### src/rtl/pt_walker_pkg.sv
package pt_walker_pkg;

  typedef enum logic [1:0] {
    WS_IDLE = 2'd0,
    WS_LVL1 = 2'd1,
    WS_LVL2 = 2'd2,
    WS_DONE = 2'd3
  } walk_state_t;

  localparam logic [1:0] FLT_NONE = 2'd0;
  localparam logic [1:0] FLT_TOP  = 2'd1;
  localparam logic [1:0] FLT_LEAF = 2'd2;

endpackage

### src/rtl/pt_entry_addr.sv
module pt_entry_addr #(
  parameter int FRAME_W = 20,
  parameter int IDX_W   = 10,
  parameter int OFF_W   = 12,
  localparam int PA_W   = FRAME_W + OFF_W
) (
  input  logic [FRAME_W-1:0] frame_i,
  input  logic [IDX_W-1:0]   index_i,
  output logic [PA_W-1:0]    addr_o
);

  logic [PA_W-1:0] table_base;
  logic [PA_W-1:0] entry_ofs;

  // each entry is one 4-byte word inside a page-sized table
  assign table_base = {frame_i, {OFF_W{1'b0}}};
  assign entry_ofs  = {{(PA_W-IDX_W){1'b0}}, index_i} << 2;
  assign addr_o     = table_base + entry_ofs;

endmodule

### src/rtl/pt_pte_decode.sv
module pt_pte_decode #(
  parameter int PTE_W = 32,
  parameter int OFF_W = 12,
  localparam int FRAME_W = PTE_W - OFF_W
) (
  input  logic [PTE_W-1:0]   pte_i,
  output logic               present_o,
  output logic [FRAME_W-1:0] frame_o
);

  logic unused_flags;

  assign present_o    = pte_i[0];
  assign frame_o      = pte_i[PTE_W-1:OFF_W];
  assign unused_flags = ^pte_i[OFF_W-1:1];

endmodule

### src/rtl/pt_walk_ctrl.sv
module pt_walk_ctrl
  import pt_walker_pkg::*;
(
  input  logic        clk,
  input  logic        rst_n,
  input  logic        req_valid,
  input  logic        mem_req_ready,
  input  logic        mem_rsp_valid,
  input  logic        pte_present,
  input  logic        resp_ready,
  output walk_state_t state_o,
  output logic        req_ready,
  output logic        mem_req_valid,
  output logic        rsp_take,
  output logic        resp_valid,
  output logic [1:0]  fault_code
);

  walk_state_t state_q;
  logic        issued_q;
  logic        reading;

  assign reading       = (state_q == WS_LVL1) || (state_q == WS_LVL2);
  assign req_ready     = (state_q == WS_IDLE);
  assign mem_req_valid = reading && !issued_q;
  assign rsp_take      = reading && issued_q && mem_rsp_valid;
  assign resp_valid    = (state_q == WS_DONE);
  assign state_o       = state_q;

  always_ff @(posedge clk or negedge rst_n) begin
    if (!rst_n) begin
      state_q    <= WS_IDLE;
      issued_q   <= 1'b0;
      fault_code <= FLT_NONE;
    end else begin
      case (state_q)
        WS_IDLE: begin
          if (req_valid) begin
            state_q    <= WS_LVL1;
            issued_q   <= 1'b0;
            fault_code <= FLT_NONE;
          end
        end
        WS_LVL1, WS_LVL2: begin
          if (mem_req_valid && mem_req_ready) begin
            issued_q <= 1'b1;
          end
          if (rsp_take) begin
            issued_q <= 1'b0;
            if (!pte_present) begin
              fault_code <= (state_q == WS_LVL1) ? FLT_TOP : FLT_LEAF;
              state_q    <= WS_DONE;
            end else if (state_q == WS_LVL1) begin
              state_q <= WS_LVL2;
            end else begin
              state_q <= WS_DONE;
            end
          end
        end
        WS_DONE: begin
          if (resp_ready) begin
            state_q <= WS_IDLE;
          end
        end
        default: state_q <= WS_IDLE;
      endcase
    end
  end

endmodule

### src/rtl/pt_walker.sv
module pt_walker
  import pt_walker_pkg::*;
#(
  parameter int IDX_W = 10,
  parameter int OFF_W = 12,
  parameter int PTE_W = 32,
  localparam int FRAME_W = PTE_W - OFF_W,
  localparam int VA_W    = 2 * IDX_W + OFF_W,
  localparam int PA_W    = FRAME_W + OFF_W
) (
  input  logic               clk,
  input  logic               rst_n,
  input  logic               req_valid,
  output logic               req_ready,
  input  logic [VA_W-1:0]    req_vaddr,
  input  logic [FRAME_W-1:0] ptbr,
  output logic               mem_req_valid,
  input  logic               mem_req_ready,
  output logic [PA_W-1:0]    mem_req_addr,
  input  logic               mem_rsp_valid,
  input  logic [PTE_W-1:0]   mem_rsp_data,
  output logic               resp_valid,
  input  logic               resp_ready,
  output logic [PA_W-1:0]    resp_paddr,
  output logic [1:0]         resp_fault
);

  localparam int NUM_LVL = 2;

  walk_state_t        state;
  logic               rsp_take;
  logic               pte_present;
  logic [FRAME_W-1:0] pte_frame;

  logic [VA_W-1:0]    va_q;
  logic [FRAME_W-1:0] base_q;
  logic [FRAME_W-1:0] tbl_q;
  logic [PA_W-1:0]    paddr_q;

  logic [FRAME_W-1:0] lvl_frame [NUM_LVL];
  logic [IDX_W-1:0]   lvl_idx   [NUM_LVL];
  logic [PA_W-1:0]    lvl_addr  [NUM_LVL];

  pt_walk_ctrl u_ctrl (
    .clk           (clk),
    .rst_n         (rst_n),
    .req_valid     (req_valid),
    .mem_req_ready (mem_req_ready),
    .mem_rsp_valid (mem_rsp_valid),
    .pte_present   (pte_present),
    .resp_ready    (resp_ready),
    .state_o       (state),
    .req_ready     (req_ready),
    .mem_req_valid (mem_req_valid),
    .rsp_take      (rsp_take),
    .resp_valid    (resp_valid),
    .fault_code    (resp_fault)
  );

  pt_pte_decode #(.PTE_W(PTE_W), .OFF_W(OFF_W)) u_decode (
    .pte_i     (mem_rsp_data),
    .present_o (pte_present),
    .frame_o   (pte_frame)
  );

  assign lvl_frame[0] = base_q;
  assign lvl_frame[1] = tbl_q;

  // level 0 uses the upper index field, level 1 the lower one
  for (genvar lv = 0; lv < NUM_LVL; lv++) begin : g_lvl
    assign lvl_idx[lv] = va_q[OFF_W + IDX_W*(NUM_LVL-1-lv) +: IDX_W];
    pt_entry_addr #(.FRAME_W(FRAME_W), .IDX_W(IDX_W), .OFF_W(OFF_W)) u_addr (
      .frame_i (lvl_frame[lv]),
      .index_i (lvl_idx[lv]),
      .addr_o  (lvl_addr[lv])
    );
  end

  assign mem_req_addr = (state == WS_LVL2) ? lvl_addr[1] : lvl_addr[0];
  assign resp_paddr   = paddr_q;

  always_ff @(posedge clk or negedge rst_n) begin
    if (!rst_n) begin
      va_q    <= '0;
      base_q  <= '0;
      tbl_q   <= '0;
      paddr_q <= '0;
    end else begin
      if (req_valid && req_ready) begin
        va_q    <= req_vaddr;
        base_q  <= ptbr;
        paddr_q <= '0;
      end
      if (rsp_take && pte_present) begin
        if (state == WS_LVL1) begin
          tbl_q <= pte_frame;
        end else begin
          paddr_q <= {pte_frame, va_q[OFF_W-1:0]};
        end
      end
    end
  end

endmodule

### config.mk
export PLATFORM = sky130hd
export DESIGN_NAME = pt_walker
export DESIGN_NICKNAME = d
export VERILOG_FILES = /design/src/rtl/pt_walker_pkg.sv /design/src/rtl/pt_entry_addr.sv /design/src/rtl/pt_pte_decode.sv /design/src/rtl/pt_walk_ctrl.sv /design/src/rtl/pt_walker.sv
export SDC_FILE = /design/constraint.sdc
export NUM_CORES = 1
export LEC_CHECK = 0
export ABC_AREA = 1
export ABC_CLOCK_PERIOD_IN_PS = 2000
export BUFFER_PORTS_ARGS = -buffer_cell sky130_fd_sc_hd__buf_2
export CAP_MARGIN = 30
export CORE_UTILIZATION = 51
export DETAILED_ROUTE_END_ITERATION = 16
export GPL_TIMING_DRIVEN = 1
export PLACE_DENSITY = 0.89
export SKIP_LAST_GASP = 1
export SYNTH_ARGS = -nofsm -noshare
export SYNTH_HDL_FRONTEND = slang
export SYNTH_SLANG_ARGS = --single-unit
### constraint.sdc
create_clock -name clk -period 2 [get_ports clk]
set_input_delay 0.1 -clock clk [delete_from_list [all_inputs] [get_ports clk]]
set_output_delay 0.1 -clock clk [all_outputs]
set_load 0.01 [all_outputs]
* After elaboration in Yosys (flattened, before gate mapping)
Cells that the tools add are included.
W data, S select, Z words.
** Word-level totals
- Bits in registers :: 109
- Input bits :: 90
- Output and inout port bits :: 69
- Word-level logic and storage cells :: 51
** Cells by class
- $add $sub $neg :: 2
- Equality and inequality tests :: 8
- Mux-type cells :: 19
- Reductions and logical operators :: 15
** Operators with widths (count)
- $mux W32 :: 4
- $add A32 B12 Y32 :: 2
- $mux W2 :: 8
- $logic_and A1 B1 Y1 :: 6
- $ne A2 B2 Y1 const B :: 3
- $pmux W2 S3 :: 1
- $reduce_and A3 Y1 :: 2
- $eq A2 B2 Y1 const B :: 2
- $mux W1 :: 4
- $pmux W2 S2 :: 1
- $reduce_and A4 Y1 :: 1
- $ne A3 B2 Y1 const B :: 1
- $eq A2 B1 Y1 const B :: 1
- $logic_not A2 Y1 :: 1
- $ne A2 B1 Y1 const B :: 1
- $pmux W1 S2 :: 1
- $reduce_and A2 Y1 :: 1
- $reduce_bool A2 Y1 :: 1
- $reduce_or A2 Y1 :: 1
- $logic_not A1 Y1 :: 1
- $logic_or A1 B1 Y1 :: 1

* Logic depth before layout (Yosys ltp)
Gate-level depths: netlist (run 1).
- Word-level depth :: 7
- Mapped depth :: 8
- Mapped depth without buffers :: 7

* Hierarchy
Synthesis (run 1) repeated with hierarchy kept, for this count alone.
** Unflattened totals
- Cells, all modules :: 776
- Area total of the unflattened synthesis :: 5982.0 µm²
** By module, submodules not included
- pt_walker :: instances 1, cells each 634, area an instance 4938.5 µm², sequential area each 2602.5 µm²
- pt_entry_addr :: instances 2, cells each 33, area an instance 244.0 µm², sequential area each 0.0 µm²
- pt_walk_ctrl :: instances 1, cells each 55, area an instance 397.9 µm², sequential area each 125.1 µm²
- pt_pte_decode :: instances 1, cells each 21, area an instance 157.7 µm², sequential area each 0.0 µm²

* Worst setup path before layout (run 1)
Ideal clock, no wire load.
- Kind :: reg-to-reg
- From :: reg u_ctrl.state_q[0], in the netlist u_ctrl.state_o[0]
- To :: reg paddr_q[10], in the netlist resp_paddr[10]
- Library setup time :: 116 ps
- Data arrival time :: 1459 ps
- Required time :: 1884 ps
- Slack :: 425 ps
- Stages on the path, launching flop included :: 9
- Buffers on the path :: 1
- Clock period less this slack :: 1575 ps
- Cell sequence :: dfrtp_1 inv_1 ha_1 nand3_2 nor2_2 nand2_2 buf_2 nand2_1 nand2_1
** On the way
- Longest elaborated chain between the ends :: 6
- Elaborated cells between the ends (all ways) :: 11
- Those cells by class :: 2 x eq/ne; 3 x mux; 6 x reduce/logical
** RTL lines
- from (decl) :: line pt_walk_ctrl.sv:19 : walk_state_t state_q;
- from (signal assigned) :: line pt_walk_ctrl.sv:32 : state_q <= WS_IDLE;
- from (signal assigned) :: line pt_walk_ctrl.sv:39 : state_q <= WS_LVL1;
- from (signal assigned) :: line pt_walk_ctrl.sv:52 : state_q <= WS_DONE;
- $eq A2 B1 Y1 or $eq A2 B2 Y1 (tied branches) :: line pt_walk_ctrl.sv:23, pt_walker.sv:95
- $logic_or A1 B1 Y1 :: line pt_walk_ctrl.sv:23 : assign reading = (state_q == WS_LVL1) || (state_q == WS_LVL2);
- $logic_and A1 B1 Y1 (2 in a row) :: line pt_walk_ctrl.sv:26 : assign rsp_take = reading && issued_q && mem_rsp_valid;
- $logic_and A1 B1 Y1 :: line pt_walker.sv:94 : if (rsp_take && pte_present) begin
- $mux W32 (*) :: line pt_walker.sv:94
- to (signal assigned) :: line pt_walker.sv:98 : paddr_q <= {pte_frame, va_q[OFF_W-1:0]};
- to (decl) :: line pt_walker.sv:38 : logic [PA_W-1:0] paddr_q;
Mark *: on every way between the ends. The rest lies on a longest branch, timed or not.
A chain may end at the register's enable or synchronous reset.

* Worst setup path in the final report (run 1)
- From :: reg u_ctrl.state_q[1], in the netlist u_ctrl.state_o[1]
- To :: reg tbl_q[7]
** On the way
- Longest elaborated chain between the ends :: 6
- Elaborated cells between the ends (all ways) :: 7
- Those cells by class :: 2 x eq/ne; 5 x reduce/logical
** RTL lines
- $eq A2 B1 Y1 or $eq A2 B2 Y1 (tied branches) :: line pt_walk_ctrl.sv:23, pt_walker.sv:95
- $logic_or A1 B1 Y1 :: line pt_walk_ctrl.sv:23
- $logic_and A1 B1 Y1 (2 in a row) :: line pt_walk_ctrl.sv:26
- $logic_and A1 B1 Y1 :: line pt_walker.sv:94
- $reduce_and A2 Y1 (no source line) (*)
- to (signal assigned) :: line pt_walker.sv:96 : tbl_q <= pte_frame;
- to (decl) :: line pt_walker.sv:37 : logic [FRAME_W-1:0] tbl_q;
Marks and branches as above.

==> metrics.cfg, run 1 <==
[outcome]
status = complete, no violations

[timing]
finalHoldViolCount = 0
timing.hold.ws_ns = 0.07445
max_freq_ghz = 0.5346
period_needed_ns = 1.871
maxSlewViolCount = 0
tns_ns = 0
finalSetupViolCount = 0
rsz0062_at_grt = true
min_period_over_period_pct = 93.53
finalClockSkew_ns = 0.009476

[routing]
wl_per_cell_um = 13.64
vias = 4662
route.detailed.drc = 0
first_pass_iters = 5
wl_um = 13300
ant_nets = 0
drt_iter0_markers = 276
via_per_inst = 4.782

[clock_tree]
cts_tree = done
ctsRootBufferMaster = clkbuf_8
clock-sinks = 109
clkTransAtPathRegs_ns = 0.10
cts_buffers = 9
htreeDepth = 3
clock_latency_ns = 0.35
cts_buffer_depth = 2

[finish]
drive_above_1_share_pct = 20.92
area.growth.synth_to_final_pct = 36.16
n_antenna_cell = 0
num-nets-final = 937

[global_routing]
grt_overflow_total = 0
grt_pass1_vias = 4670
antenna_found_initial = 0
grtUsageTotal_pct = 27.44
grt_pass1_wl_um = 21600
grt_start_max_net_pins = 115

[critical_path]
required_ns = 2.29
r2r_start = u_ctrl.state_o[1]
end_kind = register
startpoint_type = register
path_class = register to register
startpoint = u_ctrl.state_o[1]
crit_arrival_ns = 2.16
worst-path-max-fanout = 20
r2r_slack_ns = 0.13

[logic_synthesis]
syn_inst = 635
yosysTopAreaCell = dfrtp_1
yosys_warnings = 0
synth_cell_type_count = 20
synth-async-reset-ratio_pct = 100.0
avgSynthCellArea_um2 = 7.771
ys_seq_area_share_pct = 55.27
syn_area_um2 = 4935
netlist.area_leader.share_pct = 55.27
synth_area_leaders = dfrtp_1 (55%), nand2_1 (22%), o21ai_0 (5.6%)
synth_most_common_cell = nand2_1
synth_edf_count = 0
synth_seq_cells = 109
synthTopCellsByCount = nand2_1 (283), dfrtp_1 (109), inv_1 (73)
synth_flop_cell = dfrtp_1

[worst_hold_path]
min_from = mem_req_ready
hp-class = input port to register

[power_and_ir_drop]
p_per_area_nw_per_um2 = 1331
irDropWorstVdd_v = 0.001446
p_leak_nw = 3.689

[place]
hpwlAfterDp_um = 7614
io_buffers = 145
finalWeightedCongestion = 0.8712

[floorplan]
die_h_um = 100.4
start_util_pct = 52.90
std_cell_rows = 35
die_w_um = 100.4
ios = 159
dieArea_um2 = 10070
fp.coreArea_um2 = 9328

[job]
drv_cap = 0

sequential cells by signal, indices dropped and copies added, names as in the netlist:
name	count
resp_paddr	32
base_q	20
u_ctrl.state_o	2
va_q	32
u_ctrl.issued_q	1
u_ctrl.fault_code	2
tbl_q	20
logic make-up after synthesis:
kind of cell    synth area share [%]
fa+ha+maj                      1.521
buf+inv                        9.026
flops                          55.27
other cells                  0.07599
compound gates                 6.795
simple gates                   27.31
path summary, 6_finish.rpt:
path                                   end  cells past startpoint
max                               tbl_q[7]                      7
min                        u_ctrl.issued_q                      5
max reg2reg                       tbl_q[7]                      7
min reg2reg                  resp_paddr[0]                      2
max in group asynchronous         tbl_q[0]                      3
min in group asynchronous         va_q[22]                      2
power breakdown:
part	switching (W)	total [W]	leakage [nW]	internal [W]
registers	0.000464	0.00364	1.40	0.00317
clock network	0.000737	0.00124	0.0881	0.000504
logic	0.00251	0.00407	2.20	0.00156
total	0.00371	0.00894	3.69	0.00524
repair_timing:
| action | in CTS | in global routing |
|---|---|---|
| hold endpoints to repair | 113 | 0 |
| gates resized for setup | 0 | 3 |
| setup endpoints to repair | 0 | 32 |
| setup buffers | 0 | 0 |
| hold buffers | 73 | 0 |
layout make-up:
class	instances	area (um^2)
sequential	109	2728
fill	701	2609
multi-input combinational	418	1787
timing repair buffer	229	1579
inverter	74	279.0
tap	129	161.4
clock buffer	11	141.4
clock inverter	5	43.79
stage by stage:
step	cell area, um^2	utilization [%]	power (W)	std cells	worst slack [ns]
after floorplan	4938	-	0.006048	636	0.4248
after global placement	5784	62.01	0.007344	886	0.1366
after detailed placement	5784	62.01	0.007497	886	0.02743
after CTS	6700	71.83	0.008862	975	0.004600
after global routing	6719	72.03	0.009689	975	0.0001172
final	6719	72.03	0.008944	975	0.1294
worst max-delay path, stage by stage (launching register included):
cell and delay [ns]:
dfrtp_1 0.43, inv_1 0.10, ha_1 0.41, nand3_2 0.18, nor2_4 0.20, buf_4 0.27
nand3_1 0.12, nand2_1 0.09
routing by layer:
metal	up-vias	global-route usage [%]	wire length, um
met4	0	11.48	415
met3	41	4.875	842
li1	2310	-	-
met1	2110	33.07	5430
met5	-	0	0
met2	201	48.47	6608
cell usage in the layout (no fill, tap or decap), drive strengths merged, types with 3 or more instances in the layout:
cell type and n:
buf 156, clkbuf 11, dfrtp 109, dlygate4sd3 73, ha 6, inv 75, nand2 284, nand3 24
nor2 36, o21ai 60, o21bai 3
(Power assumes the default switching activity.)
==> run 2: changes to the inputs <==
--- a/config.mk
+++ b/config.mk
@@ -9,10 +9,11 @@
 export ABC_CLOCK_PERIOD_IN_PS = 2000
 export BUFFER_PORTS_ARGS = -buffer_cell sky130_fd_sc_hd__buf_2
 export CAP_MARGIN = 30
-export CORE_UTILIZATION = 51
+export CORE_UTILIZATION = 30
+export CTS_BUF_LIST = sky130_fd_sc_hd__clkbuf_4 sky130_fd_sc_hd__clkbuf_8
 export DETAILED_ROUTE_END_ITERATION = 16
 export GPL_TIMING_DRIVEN = 1
-export PLACE_DENSITY = 0.89
+export PLACE_DENSITY = 0.61
 export SKIP_LAST_GASP = 1
 export SYNTH_ARGS = -nofsm -noshare
 export SYNTH_HDL_FRONTEND = slang
==> metrics.cfg, run 2 (synthesis gave the netlist of run 1 again) <==
[finish]
layout_commonest_cell = nand2_1
stdcell_area_um2 = 6865  ; +2.2%
register_area_um2 = 2730  ; about the same
area.growth.synth_to_final_pct = 39.12
n_antenna_cell = 0  ; unchanged
mostFrequentLayoutCells = nand2_1 (283), buf_2 (144), dfrtp_1 (107), inv_1 (73), dlygate4sd3_1 (73)
multi_input_area_um2 = 1778  ; -0.49%
fillers = 1623  ; +130%
num-nets-final = 941  ; +0.43%
drive_above_1_share_pct = 21.65  ; +0.73 points

[floorplan]
dieArea_um2 = 16970  ; +68%
start_util_pct = 30.95  ; -22 points
die_h_um = 130.3  ; +30%
fp.coreArea_um2 = 15940  ; +71%
ios = 159  ; unchanged
die_w_um = 130.3  ; +30%
std_cell_rows = 46  ; +31%

[place]
io_buffers = 145  ; unchanged
post_dp_cell_area_um2 = 5933  ; +2.6%
finalWeightedCongestion = 0.7960  ; -8.6%
hpwlAfterDp_um = 8635  ; +13%

[timing]
period_needed_ns = 1.833  ; -0.03722 ns
maxSlewViolCount = 0  ; unchanged
timing.hold.ws_ns = 0.04001  ; -0.03444 ns
rsz0062_at_grt = false
finalClockSkew_ns = 0.01310  ; +0.003628 ns
tns_ns = 0  ; unchanged
min_period_over_period_pct = 91.67  ; -1.9 points
finalHoldViolCount = 0  ; unchanged
finalSetupViolCount = 0  ; unchanged
max_freq_ghz = 0.5455  ; +2.0%

[routing]
vias = 4490  ; -3.7%
ant_nets = 0  ; unchanged
route.detailed.drc = 0  ; unchanged
wl_per_cell_um = 12.55  ; -8.0%
drt_iter0_markers = 169  ; -39%
via_per_inst = 4.212  ; -12%
wl_um = 13380  ; +0.64%
first_pass_iters = 5  ; unchanged

[clock_tree]
cts_buffer_depth = 2  ; unchanged
htreeDepth = 3  ; unchanged
ctsRootBufferMaster = clkbuf_8
clkTransAtPathRegs_ns = 0.11  ; about the same
clock-sinks = 109  ; unchanged
cts_tree = done
cts_buffers = 9  ; unchanged
clock_latency_ns = 0.38  ; +0.03 ns

[global_routing]
grt_pass1_wl_um = 21000  ; -2.8%
grtUsageTotal_pct = 16.27  ; -11 points
grt_pass1_vias = 4291  ; -8.1%
grt_start_max_net_pins = 69  ; -40%
grt_overflow_total = 0  ; unchanged
antenna_found_initial = 0  ; unchanged

[worst_hold_path]
hp-class = input port to register

[critical_path]
startpoint_type = register
slowest_stage = dfrtp_2
crit_arrival_ns = 1.73  ; -0.43 ns
cp.buffers_inverters = 3  ; +1
crit_path_cell_trace = inv_1, ha_4, buf_4, o21ai_0, buf_2
worst-path-max-fanout = 16  ; -20%
required_ns = 1.90  ; -0.39 ns
slowest_delay_ns = 0.44  ; about the same
path_class = register to output pin
end_kind = output pin
crit_family = buffers and inverters

[power_and_ir_drop]
p_leak_nw = 3.715  ; +0.73%
p_per_area_nw_per_um2 = 1299  ; -2.4%
irDropWorstVdd_v = 0.0009068  ; -37%

[outcome]
status = complete, no violations

[job]
drv_cap = 0  ; unchanged

==> run 2: cell count changes in the layout (fill, tap and decap cells not counted), sizes merged <==
cell      previous run  this run
clkinvlp             2         1
buf                156       160
clkinv               2         3
==> run 2: routing by layer <==
metal	track usage [%]	share of wire, %	up-vias
met3	3.690	4.5	14
li1	-	-	2319
met4	5.882	1.6	0
met1	20.35	46	2040
met2	27.44	48	117
met5	0	0	-
==> run 2: worst paths after layout <==
path | slack, ns | cells past startpoint | to | startpoint
max | 0.17 | 5 | mem_req_addr[19] | u_ctrl.state_o[0]
max in group asynchronous | 1.33 | 3 | u_ctrl.state_o[0] | rst_n
min reg2reg | 0.48 | 2 | resp_paddr[7] | va_q[7]
min in group asynchronous | 0.12 | 2 | va_q[23] | rst_n
max reg2reg | 0.18 | 8 | resp_paddr[19] | u_ctrl.state_o[0]
min | 0.04 | 5 | u_ctrl.issued_q | mem_req_ready
==> run 2: worst reg2reg max path: stages (launching register included) <==
cell	delay, ns
dfrtp_2	0.44
inv_1	0.11
ha_1	0.39
nand3_2	0.16
nor2_2	0.19
nand2_2	0.07
buf_4	0.21
nand2_1	0.09
nand2_1	0.06
==> run 2: layout make-up <==
class / instances / area share, %
clock buffers: 11 / 2.023
well taps: 216 / 3.937
multi-input cells: 418 / 25.90
inverters: 74 / 4.064
repair buffers: 233 / 23.80
flip-flops and latches: 109 / 39.77
clock inverters: 5 / 0.5103
==> run 2: what timing repair did <==
action / in CTS / in global routing
hold endpoints to repair: 201 / 0
hold buffers: 73 / 0
gates resized for setup: 1 / 2
setup endpoints to repair: 22 / 64
buffers inserted: 0 / 2
cloned: 0 / 0
==> run 2: metrics by stage <==
step	utilization (%)	total power, W	setup slack (ns)	std cells
floorplan	-	0.006048	0.4248	636
global placement	37.22	0.007494	0.1888	975
detailed placement	37.22	0.007583	0.1616	975
CTS	42.95	0.008996	0.0005809	1064
global route	43.06	0.009748	0.01012	1066
finish	43.06	0.008919	0.1667	1066
==> run 2: power breakdown <==
group	internal (W)	total [W]	switching, W
Sequential	0.00318	0.00363	0.000456
Clock	0.000488	0.00126	0.000771
Combinational	0.00160	0.00403	0.00243
Total	0.00526	0.00892	0.00365
==> run 3: changes to the inputs <==
==> constraint.sdc (replaced) <==
create_clock -name clk -period 2 [get_ports clk]
set_input_delay 0.5 -clock clk [delete_from_list [all_inputs] [get_ports clk]]
set_output_delay 0.5 -clock clk [all_outputs]
set_load 0.01 [all_outputs]
==> metrics.cfg, run 3 (synthesis gave the netlist of run 1 again) <==
[routing]
wl_met1_um = 6481  ; +5.4%
maxUsedRoutingLayer = met5
drt_iter0_markers = 197  ; +17%
wl_um = 13420  ; +0.28%
route.detailed.drc = 0  ; unchanged
first_pass_iters = 4  ; -1
met3WireLength_um = 597  ; -1.6%
ant_nets = 0  ; unchanged
via_per_inst = 4.268  ; +1.3%
wl_per_cell_um = 13.38  ; +6.6%
vias = 4281  ; -4.7%
wl_met2_um = 6116  ; -4.7%

[power_and_ir_drop]
irDropWorstVdd_v = 0.0007537  ; -17%
p_per_area_nw_per_um2 = 1485  ; +14%
p_leak_nw = 3.692  ; -0.64%

[clock_tree]
cts_buffers = 9  ; unchanged
cts_tree = done
ctsRootBufferMaster = clkbuf_8
htreeDepth = 3  ; unchanged
clock_latency_ns = 0.38  ; about the same
cts_buffer_depth = 2  ; unchanged
clkTransAtPathRegs_ns = 0.11  ; about the same
hold_buffers = 0  ; -100%
clock-sinks = 109  ; unchanged

[finish]
area.growth.synth_to_final_pct = 32.56
multi_input_area_um2 = 1978  ; +11%
final_cells = 1003  ; -5.9%
drive_above_1_share_pct = 29.73  ; +8.1 points
mostFrequentLayoutCells = nand2_1 (263), buf_2 (143), dfrtp_1 (109), inv_1 (72), nor2_1 (35)
num-nets-final = 879  ; -6.6%
register_area_um2 = 2728  ; about the same
fillers = 1678  ; +3.4%
n_antenna_cell = 0  ; unchanged
layout_commonest_cell = nand2_1

[timing]
min_period_over_period_pct = 108.2  ; +17 points
finalHoldViolCount = 0  ; unchanged
rsz0062_at_grt = true
finalClockSkew_ns = 0.01407  ; +0.0009661 ns
finalSetupViolCount = 31  ; +31
max_freq_ghz = 0.4622  ; -15%
setup_ws_ns = -0.1634  ; -0.3301 ns
timing.hold.ws_ns = 0.1013  ; +0.06128 ns
maxSlewViolCount = 0  ; unchanged
period_needed_ns = 2.163  ; +0.3301 ns

[place]
finalWeightedCongestion = 0.8203  ; +3.1%
io_buffers = 145  ; unchanged
hpwlAfterDp_um = 8466  ; -2.0%
placed_cells = 977  ; +0.21%

[floorplan]
start_util_pct = 30.95  ; unchanged
dieArea_um2 = 16970  ; unchanged
die_h_um = 130.3  ; unchanged
ios = 159  ; unchanged
fp.coreArea_um2 = 15940  ; unchanged
die_w_um = 130.3  ; unchanged
std_cell_rows = 46  ; unchanged

[critical_path]
worst-path-max-fanout = 8  ; -8
required_ns = 1.50  ; -0.40 ns
crit_family = buffers and inverters
crit_arrival_ns = 1.66  ; -0.07 ns
slowest_stage = dfrtp_1
r2r_start = u_ctrl.state_o[1]
startpoint_type = register
startpoint = u_ctrl.state_o[0]
end_kind = output pin
slowest_delay_ns = 0.40  ; -0.04 ns
path_class = register to output pin
crit_path_cell_trace = inv_2, ha_4, buf_6, clkbuf_16, nand2_2, o21ai_1, buf_2
cp.buffers_inverters = 4  ; +1

[global_routing]
grt_start_max_net_pins = 74  ; +7.2%
grt_pass1_wl_um = 20420  ; -2.8%
grtUsageTotal_pct = 15.95  ; -0.33 points
grt_overflow_total = 0  ; unchanged
grt_pass1_vias = 3939  ; -8.2%
antenna_found_initial = 1  ; +1

[outcome]
status = finished with violations
violations = setup timing

[job]
drv_cap = 0  ; unchanged

[worst_hold_path]
hp-class = input port to asynchronous set/reset pin

## run 3: cell count changes in the layout (fill, tap and decap cells not counted), moves of 3 or more
cell / change
buf_16: +3
buf_4: +3
dlygate4sd3_1: -73
nand2_1: -20
nand2_2: +7
nand2_4: +13
o21ai_0: -30
o21ai_1: +10
o21ai_2: +19
## run 3: worst paths after layout
kind                                         to  slack, ns  cells after the start
min in group clk                        va_q[2]       0.30                      3
max in group asynchronous               va_q[4]       1.54                      2
worst max-delay path            mem_req_addr[4]      -0.16                      7
worst max register to register   resp_paddr[10]       0.14                      8
worst min-delay path                   va_q[26]       0.10                      2
worst min register to register    resp_paddr[6]       0.48                      2
## run 3: repair_timing
action | CTS | global route
gates cloned | 4 | 2
endpoints found under the setup margin | 31 | 56
resized for setup | 41 | 52
setup buffers | 5 | 2
pin swaps | 3 | 15
## run 3: final cells by class
| cell class | count | area share, % |
|---|---|---|
| multi-input cells | 418 | 30.24 |
| flip-flops and latches | 109 | 41.70 |
| repair buffers | 171 | 17.06 |
| well taps | 216 | 4.132 |
| inverters | 74 | 4.266 |
| clock inverters | 4 | 0.3826 |
| clock buffers | 11 | 2.219 |
## run 3: worst reg2reg max path, delay by kind of cell (launching register included)
kind          cells  cell delay, ns
fa+ha+maj         1            0.40
buf+inv           2            0.33
flops             1            0.45
simple gates      5            0.57
## run 3: power breakdown
part / internal [W] / switching (W)
combinational: 0.00202 / 0.00276
sequential: 0.00317 / 0.000495
clock: 0.000492 / 0.000768
total: 0.00568 / 0.00403
## run 3: metrics by stage
step                setup WS (ns)  total power (W)  utilization (%)  TNS [ns]  instance area, um^2
finish                    -0.1634         0.009711            41.03    -3.789                 6541
global route              -0.2451          0.01057            41.03    -6.121                 6541
CTS                       -0.1835         0.009432            39.64    -4.638                 6320
detailed placement         0.1751         0.007595            37.31         0                 5948
global placement           0.1897         0.007519            37.31         0                 5948
floorplan                  0.2013         0.006048                -         0                 4938
## run 3: layer usage
layer	vias to the layer above	global-route usage, %
met5	-	0
met4	2	5.814
met3	15	3.649
met2	99	24.75
met1	1965	21.69
li1	2200	-
